**src/rtl/ps2tx_pkg.sv**
```systemverilog
package ps2tx_pkg;

    localparam int FRAME_BITS = 11;

    typedef enum logic {
        ST_IDLE,
        ST_SEND
    } tx_state_e;

    typedef enum logic {
        PH_REL,
        PH_LOW
    } tx_phase_e;

    // bit 0 leaves first
    typedef struct packed {
        logic       stop;
        logic       parity;
        logic [7:0] data;
        logic       start;
    } ps2_frame_t;

    function automatic logic odd_parity(input logic [7:0] b);
        return ~^b;
    endfunction

    function automatic ps2_frame_t build_frame(input logic [7:0] b);
        ps2_frame_t f;
        f.start  = 1'b0;
        f.data   = b;
        f.parity = odd_parity(b);
        f.stop   = 1'b1;
        return f;
    endfunction

endpackage

```
**src/rtl/ps2tx_sense.sv**
```systemverilog
module ps2tx_sense #(
    parameter int STAGES = 2
) (
    input  logic clk,
    input  logic rst,
    input  logic line_clk,
    input  logic line_dat,
    output logic clk_s,
    output logic dat_s,
    output logic bus_idle
);
    logic [STAGES-1:0] clk_sr;
    logic [STAGES-1:0] dat_sr;

    always_ff @(posedge clk) begin
        if (rst) begin
            clk_sr <= '1;
            dat_sr <= '1;
        end else begin
            clk_sr <= {clk_sr[STAGES-2:0], line_clk};
            dat_sr <= {dat_sr[STAGES-2:0], line_dat};
        end
    end

    assign clk_s    = clk_sr[STAGES-1];
    assign dat_s    = dat_sr[STAGES-1];
    assign bus_idle = clk_s && dat_s;

endmodule

```
**src/rtl/ps2tx_tick.sv**
```systemverilog
module ps2tx_tick #(
    parameter int HALF_CYC = 2000
) (
    input  logic clk,
    input  logic rst,
    input  logic run,
    output logic tick
);
    localparam int CW = (HALF_CYC > 1) ? $clog2(HALF_CYC) : 1;
    localparam logic [CW-1:0] LAST = CW'(HALF_CYC - 1);

    logic [CW-1:0] cnt;

    always_ff @(posedge clk) begin
        if (rst || !run) begin
            cnt <= '0;
        end else if (cnt == LAST) begin
            cnt <= '0;
        end else begin
            cnt <= cnt + CW'(1);
        end
    end

    assign tick = run && (cnt == LAST);

endmodule

```
**src/rtl/ps2tx_fifo.sv**
```systemverilog
module ps2tx_fifo #(
    parameter int DEPTH = 4,
    parameter int W     = 8
) (
    input  logic         clk,
    input  logic         rst,
    input  logic         clr,
    input  logic         push,
    input  logic [W-1:0] push_data,
    input  logic         pop,
    output logic [W-1:0] head,
    output logic         empty,
    output logic         full
);
    localparam int AW = (DEPTH > 1) ? $clog2(DEPTH) : 1;
    localparam int CW = $clog2(DEPTH + 1);

    logic [W-1:0]  mem [DEPTH];
    logic [AW-1:0] wr_ptr;
    logic [AW-1:0] rd_ptr;
    logic [CW-1:0] count;
    logic          do_push;
    logic          do_pop;

    function automatic logic [AW-1:0] bump(input logic [AW-1:0] p);
        return (p == AW'(DEPTH - 1)) ? '0 : p + AW'(1);
    endfunction

    assign do_push = push && !full && !clr;
    assign do_pop  = pop && !empty && !clr;

    always_ff @(posedge clk) begin
        if (rst || clr) begin
            wr_ptr <= '0;
            rd_ptr <= '0;
            count  <= '0;
        end else begin
            if (do_push) wr_ptr <= bump(wr_ptr);
            if (do_pop)  rd_ptr <= bump(rd_ptr);
            count <= count + CW'(do_push) - CW'(do_pop);
        end
    end

    always_ff @(posedge clk) begin
        if (do_push) mem[wr_ptr] <= push_data;
    end

    assign head  = mem[rd_ptr];
    assign empty = (count == '0);
    assign full  = (count == CW'(DEPTH));

    // a full queue stays full unless drained or cleared (no overflow)
    assert_no_overflow_R9: assert property (@(posedge clk) disable iff (rst)
        (full && !pop && !clr) |=> full);

    // clear leaves the queue empty
    assert_clear_empties_R10: assert property (@(posedge clk) disable iff (rst)
        clr |=> empty);

endmodule

```
**src/rtl/ps2_dev_tx.sv**
```systemverilog
module ps2_dev_tx
    import ps2tx_pkg::*;
#(
    parameter int CLK_HZ      = 50_000_000,
    parameter int BIT_HZ      = 12_500,
    parameter int DEPTH       = 4,
    parameter int SYNC_STAGES = 2
) (
    input  logic       clk,
    input  logic       rst,
    input  logic [7:0] tx_data,
    input  logic       tx_valid,
    output logic       tx_ready,
    input  logic       fifo_clr,
    input  logic       rx_int,
    input  logic       ps2_clk_i,
    input  logic       ps2_dat_i,
    output logic       ps2_clk_pull,
    output logic       ps2_dat_pull,
    output logic       tx_done
);
    localparam int HALF_CYC = CLK_HZ / (2 * BIT_HZ);
    localparam logic [3:0] LAST_IDX = 4'(FRAME_BITS - 1);

    tx_state_e       state;
    tx_phase_e       phase;
    logic [3:0]      bit_idx;
    logic [FRAME_BITS-1:0] frame_q;
    logic [7:0]      cur_byte;
    logic            retry_pend;
    logic            done_q;

    logic            clk_s;
    logic            dat_s;
    logic            bus_idle;
    logic            tick;
    logic [7:0]      fifo_head;
    logic            fifo_empty;
    logic            fifo_full;
    logic            start;
    logic            fifo_pop;
    logic            abort;
    logic [7:0]      next_byte;

    ps2tx_sense #(.STAGES(SYNC_STAGES)) u_sense (
        .clk      (clk),
        .rst      (rst),
        .line_clk (ps2_clk_i),
        .line_dat (ps2_dat_i),
        .clk_s    (clk_s),
        .dat_s    (dat_s),
        .bus_idle (bus_idle)
    );

    ps2tx_tick #(.HALF_CYC(HALF_CYC)) u_tick (
        .clk  (clk),
        .rst  (rst),
        .run  (state == ST_SEND),
        .tick (tick)
    );

    ps2tx_fifo #(.DEPTH(DEPTH), .W(8)) u_fifo (
        .clk       (clk),
        .rst       (rst),
        .clr       (fifo_clr),
        .push      (tx_valid),
        .push_data (tx_data),
        .pop       (fifo_pop),
        .head      (fifo_head),
        .empty     (fifo_empty),
        .full      (fifo_full)
    );

    assign tx_ready  = !fifo_full;
    assign next_byte = retry_pend ? cur_byte : fifo_head;
    assign start     = (state == ST_IDLE) && (retry_pend || !fifo_empty)
                       && !rx_int && bus_idle;
    assign fifo_pop  = start && !retry_pend;
    assign abort     = (state == ST_SEND) && (phase == PH_REL) && tick && !clk_s;

    always_ff @(posedge clk) begin
        if (rst) begin
            state      <= ST_IDLE;
            phase      <= PH_REL;
            bit_idx    <= '0;
            frame_q    <= '1;
            cur_byte   <= '0;
            retry_pend <= 1'b0;
            done_q     <= 1'b0;
        end else begin
            done_q <= 1'b0;
            unique case (state)
                ST_IDLE: begin
                    if (start) begin
                        cur_byte   <= next_byte;
                        frame_q    <= build_frame(next_byte);
                        bit_idx    <= '0;
                        phase      <= PH_REL;
                        retry_pend <= 1'b0;
                        state      <= ST_SEND;
                    end
                end
                ST_SEND: begin
                    if (tick) begin
                        if (phase == PH_REL) begin
                            if (!clk_s) begin
                                state      <= ST_IDLE;
                                retry_pend <= 1'b1;
                            end else begin
                                phase <= PH_LOW;
                            end
                        end else begin
                            phase <= PH_REL;
                            if (bit_idx == LAST_IDX) begin
                                state  <= ST_IDLE;
                                done_q <= 1'b1;
                            end else begin
                                bit_idx <= bit_idx + 4'd1;
                                frame_q <= {1'b1, frame_q[FRAME_BITS-1:1]};
                            end
                        end
                    end
                end
                default: state <= ST_IDLE;
            endcase
            if (fifo_clr) retry_pend <= 1'b0;
        end
    end

    assign ps2_clk_pull = (state == ST_SEND) && (phase == PH_LOW);
    assign ps2_dat_pull = (state == ST_SEND) && !frame_q[0];
    assign tx_done      = done_q;

    // a frame begins only from an idle bus with the flag low
    assert_start_on_idle_R1: assert property (@(posedge clk) disable iff (rst)
        (state == ST_SEND && $past(state) == ST_IDLE) |-> ($past(bus_idle) && !$past(rx_int)));

    // DATA holds while CLK is pulled low
    assert_data_hold_low_R4: assert property (@(posedge clk) disable iff (rst)
        (ps2_clk_pull && $past(ps2_clk_pull)) |-> $stable(ps2_dat_pull));

    // both lines released right after an inhibit is seen
    assert_release_on_inhibit_R5: assert property (@(posedge clk) disable iff (rst)
        abort |=> (!ps2_clk_pull && !ps2_dat_pull));

    // a resend carries the abandoned byte
    assert_retry_same_byte_R6: assert property (@(posedge clk) disable iff (rst)
        (state == ST_SEND && $past(state) == ST_IDLE && $past(retry_pend))
        |-> (cur_byte == $past(cur_byte)));

    // completion pulse lasts one cycle
    assert_done_single_R8: assert property (@(posedge clk) disable iff (rst)
        tx_done |=> !tx_done);

endmodule

```
**config.mk**
```make
export PLATFORM = sky130hd
export DESIGN_NAME = ps2_dev_tx
export DESIGN_NICKNAME = d
export VERILOG_FILES = /design/src/rtl/ps2tx_pkg.sv /design/src/rtl/ps2tx_sense.sv /design/src/rtl/ps2tx_tick.sv /design/src/rtl/ps2tx_fifo.sv /design/src/rtl/ps2_dev_tx.sv
export SDC_FILE = /design/constraint.sdc
export NUM_CORES = 1
export LEC_CHECK = 0
export ABC_CLOCK_PERIOD_IN_PS = 2600
export BUFFER_PORTS_ARGS = -buffer_cell sky130_fd_sc_hd__buf_2
export CAP_MARGIN = 20
export CORE_UTILIZATION = 57
export CTS_BUF_LIST = sky130_fd_sc_hd__clkbuf_4 sky130_fd_sc_hd__clkbuf_8
export CTS_CLUSTER_DIAMETER = 50
export DETAILED_ROUTE_END_ITERATION = 12
export PLACE_DENSITY_LB_ADDON = 0.12
export SETUP_SLACK_MARGIN = 0.2
export SKIP_LAST_GASP = 1
export SLEW_MARGIN = 15
export SYNTH_ARGS = -nofsm -noshare
export SYNTH_HDL_FRONTEND = slang
export SYNTH_SLANG_ARGS = --single-unit
```
**constraint.sdc**
```tcl
create_clock -name clk -period 2.6 [get_ports clk]
set_input_delay 0.13 -clock clk [delete_from_list [all_inputs] [get_ports clk]]
set_output_delay 0.13 -clock clk [all_outputs]
set_load 0.01 [all_outputs]
```
==> out/results.ini <==
[outcome]
status=finished, final reports clean

[final_layout]
final_layout_size_suffix_gt1_frac=0.170
nNetsFinal=374
syn_to_final_growth_pct=13.8
n_antenna_cell=0
multi_input_area_um2=1490
final_core_util=0.674
fillers=462
area.sequential_um2=1970

[clocking]
insertion_delay_ns=0.35
cts_tree=yes
h-tree-depth=3
clk_path_buf_depth=2
path_clk_slew_ns=0.07
clockRootBuffer=clkbuf_8
cts-buffers-inserted=9
cts.sinks=82
cts_setup_buffers=0

[grt]
grt.overflow.total=0
grt_pass1_vias=2217
grt_antenna_before_repair=0
grt_max_degree=33
grt_pass1_wl_um=10200
grt.total_usage=0.215

[timing]
finalSetupViolations=0
finalMaxSlewViolations=0
holdWs_ns=0.00626
tns_ns=0
rsz0062_at_grt=false
min_period_ns=2.31
clock_skew_ns=0.00867
finalCritPeriodShare=0.890
slew_headroom=0.608
worstMarginPinSlew_ns=0.588
fmax_mhz=432
hold_viol=0
setup_slack_ns=0.287

[detailed_routing]
wl_met3_um=175
drt-vias-per-instance=5.48
highest_layer=met4
dr.pass1.iters=4
drtIter0Drc=150
wl_met2_um=2910
wl_um=6090
vias=2345
wl_per_cell_um=14.2
wl_met1_um=2890
ant_nets=0
drc=0

[yosys]
synth_edf_count=32
ys_warn_count=0
synthTopCellsByArea=dfxtp_1, edfxtp_1, nor2_1
yosysMostFrequentCell=nor2_1
yosysTopAreaCell=dfxtp_1
netlist_area_um2=3510
ys_seq_area_frac=0.560
synth_area_per_cell_um2=11.0
synth-main-ff-cell=dfxtp_1
synthCells=319
synthDominantCellAreaShare=0.286
async_flop_share=0
ys_ff_latch=82
synth_fp_nets=345
ys_types=48
synth_common_cells=nor2_1, dfxtp_1, edfxtp_1

[floorplan]
die_h_um=80.4
rows=28
fp.dieArea_um2=6470
core-area_um2=5920
start_util=0.592
die_w_um=80.4
ios=19

[critical_path]
path_class=reg2reg
crit_fanout=15
endpoint_kind=register
crit_chain=or3b_1 > or4_4 > a22o_1 > buf_4 > a211o_1
required_ns=2.84
cpPeakStageDelay_ns=0.55
worst_setup_path_start_kind=register
cp_slowest_cell=or4_4
path_buf_inv=1
cp_top_family=simple AND/OR/NAND/NOR gates
arrival_ns=2.55

[pwr]
leakage_nw=1.45
ir_drop_mv=0.384
p_total_mw=2.43
powerDensity_nw_per_um2=610

[placement]
gp_congestion=0.773
numPortBuffers=18
dp_hpwl_um=4160
pre_cts_ws_ns=0.150

[job]
maxCapViolations=0

[min_path]
hold_class=in2reg

-- cells by family after synthesis --
| kind of cell | Yosys count | synth area share |
|---|---|---|
| AO/OA/AOI/OAI | 49 | 0.0892 |
| XOR/XNOR | 17 | 0.0464 |
| adder cells (fa/ha/maj) | 11 | 0.0414 |
| buffers and inverters | 24 | 0.0285 |
| flip-flops | 82 | 0.560 |
| multiplexers | 17 | 0.0757 |
| AND/OR/NAND/NOR | 119 | 0.159 |
-- repair_timing --
item / in CTS / in global routing
hold endpoints to repair: 26 / 0
hold buffers: 8 / 0
endpoints found under the setup margin: 1 / 2
pin swaps: 0 / 2
resized for setup: 1 / 9
-- cell type report --
type	instances	share of cell area
sequential	82	0.493
inverter	12	0.0113
clock inverter	3	0.00972
multi-input combinational	213	0.372
tap	75	0.0235
clock buffer	13	0.0401
timing repair buffer	30	0.0502
-- per-layer routing --
layer	track usage	vias to the layer above
met5	0	-
met4	0.102	0
met3	0.0511	11
met2	0.330	38
met1	0.286	1114
li1	-	1182
-- worst paths after layout --
| path | depth (start not counted) | slack, ns | to | start |
|---|---|---|---|---|
| worst max-delay path | 5 | 0.29 | frame_q[4] | u_tick.cnt[4] |
| worst min-delay path | 1 | 0.006 | u_fifo.mem[3][6] | tx_data[6] |
| worst min register to register | 1 | 0.42 | u_sense.dat_sr[1] | u_sense.dat_sr[0] |
| worst max register to register | 5 | 0.29 | frame_q[4] | u_tick.cnt[4] |
-- where the power goes --
group          switching [mW]  internal [mW]  total [mW]
clock network           0.417          0.498       0.915
logic                  0.0784         0.0717       0.150
registers              0.0121           1.36        1.37
-- metrics by stage --
| stage | cell area [um2] | cells |
|---|---|---|
| after detailed placement | 3660 | 404 |
| after CTS | 3950 | 428 |
| after global placement | 3660 | 404 |
| final | 3990 | 428 |
| after floorplan | 3510 | 319 |
| after global routing | 3990 | 428 |
-- worst register-to-register path, delay by kind of cell (launching register included) --
kind / cells / cell delay, ns
buf+inv: 1 / 0.24
flops: 1 / 0.35
compound gates: 2 / 0.67
simple gates: 2 / 0.94
-- registers in the layout (all words and copies together) (netlist names), named ones only --
| signal | count |
|---|---|
| u_fifo.mem | 32 |
| u_tick.cnt | 11 |
| frame_q | 10 |
| cur_byte | 8 |
| bit_idx | 4 |
| u_fifo.count | 3 |
| u_fifo.rd_ptr | 2 |
| u_fifo.wr_ptr | 2 |
| u_sense.clk_sr | 2 |
| u_sense.dat_sr | 2 |
| phase | 1 |
| retry_pend | 1 |
| state | 1 |
| tx_done | 1 |
-- placed cells by master, fill, tap and decap left out, types with 3 or more instances in the layout --
| cell type | Yosys | layout |
|---|---|---|
| mux2i_1 | 3 | 3 |
| a21oi_1 | 23 | 23 |
| o22ai_1 | 4 | 3 |
| clkbuf_8 | 0 | 10 |
| buf_4 | 0 | 4 |
| xor2_1 | 4 | 4 |
| nand2_1 | 15 | 15 |
| edfxtp_1 | 32 | 32 |
| inv_1 | 11 | 11 |
| or3_1 | 7 | 6 |
| nand3_1 | 7 | 6 |
| nor3_1 | 13 | 13 |
| and3_1 | 4 | 4 |
| mux2_2 | 3 | 3 |
| ha_1 | 10 | 10 |
| nor2_1 | 55 | 55 |
| a211o_1 | 9 | 9 |
| dlygate4sd3_1 | 0 | 8 |
| mux2_1 | 4 | 4 |
| buf_2 | 2 | 18 |
| dfxtp_1 | 50 | 48 |
| and2_1 | 5 | 5 |
| or2_2 | 5 | 5 |
| xnor2_1 | 12 | 12 |
| clkbuf_4 | 0 | 3 |
(Power assumes the default switching activity.)
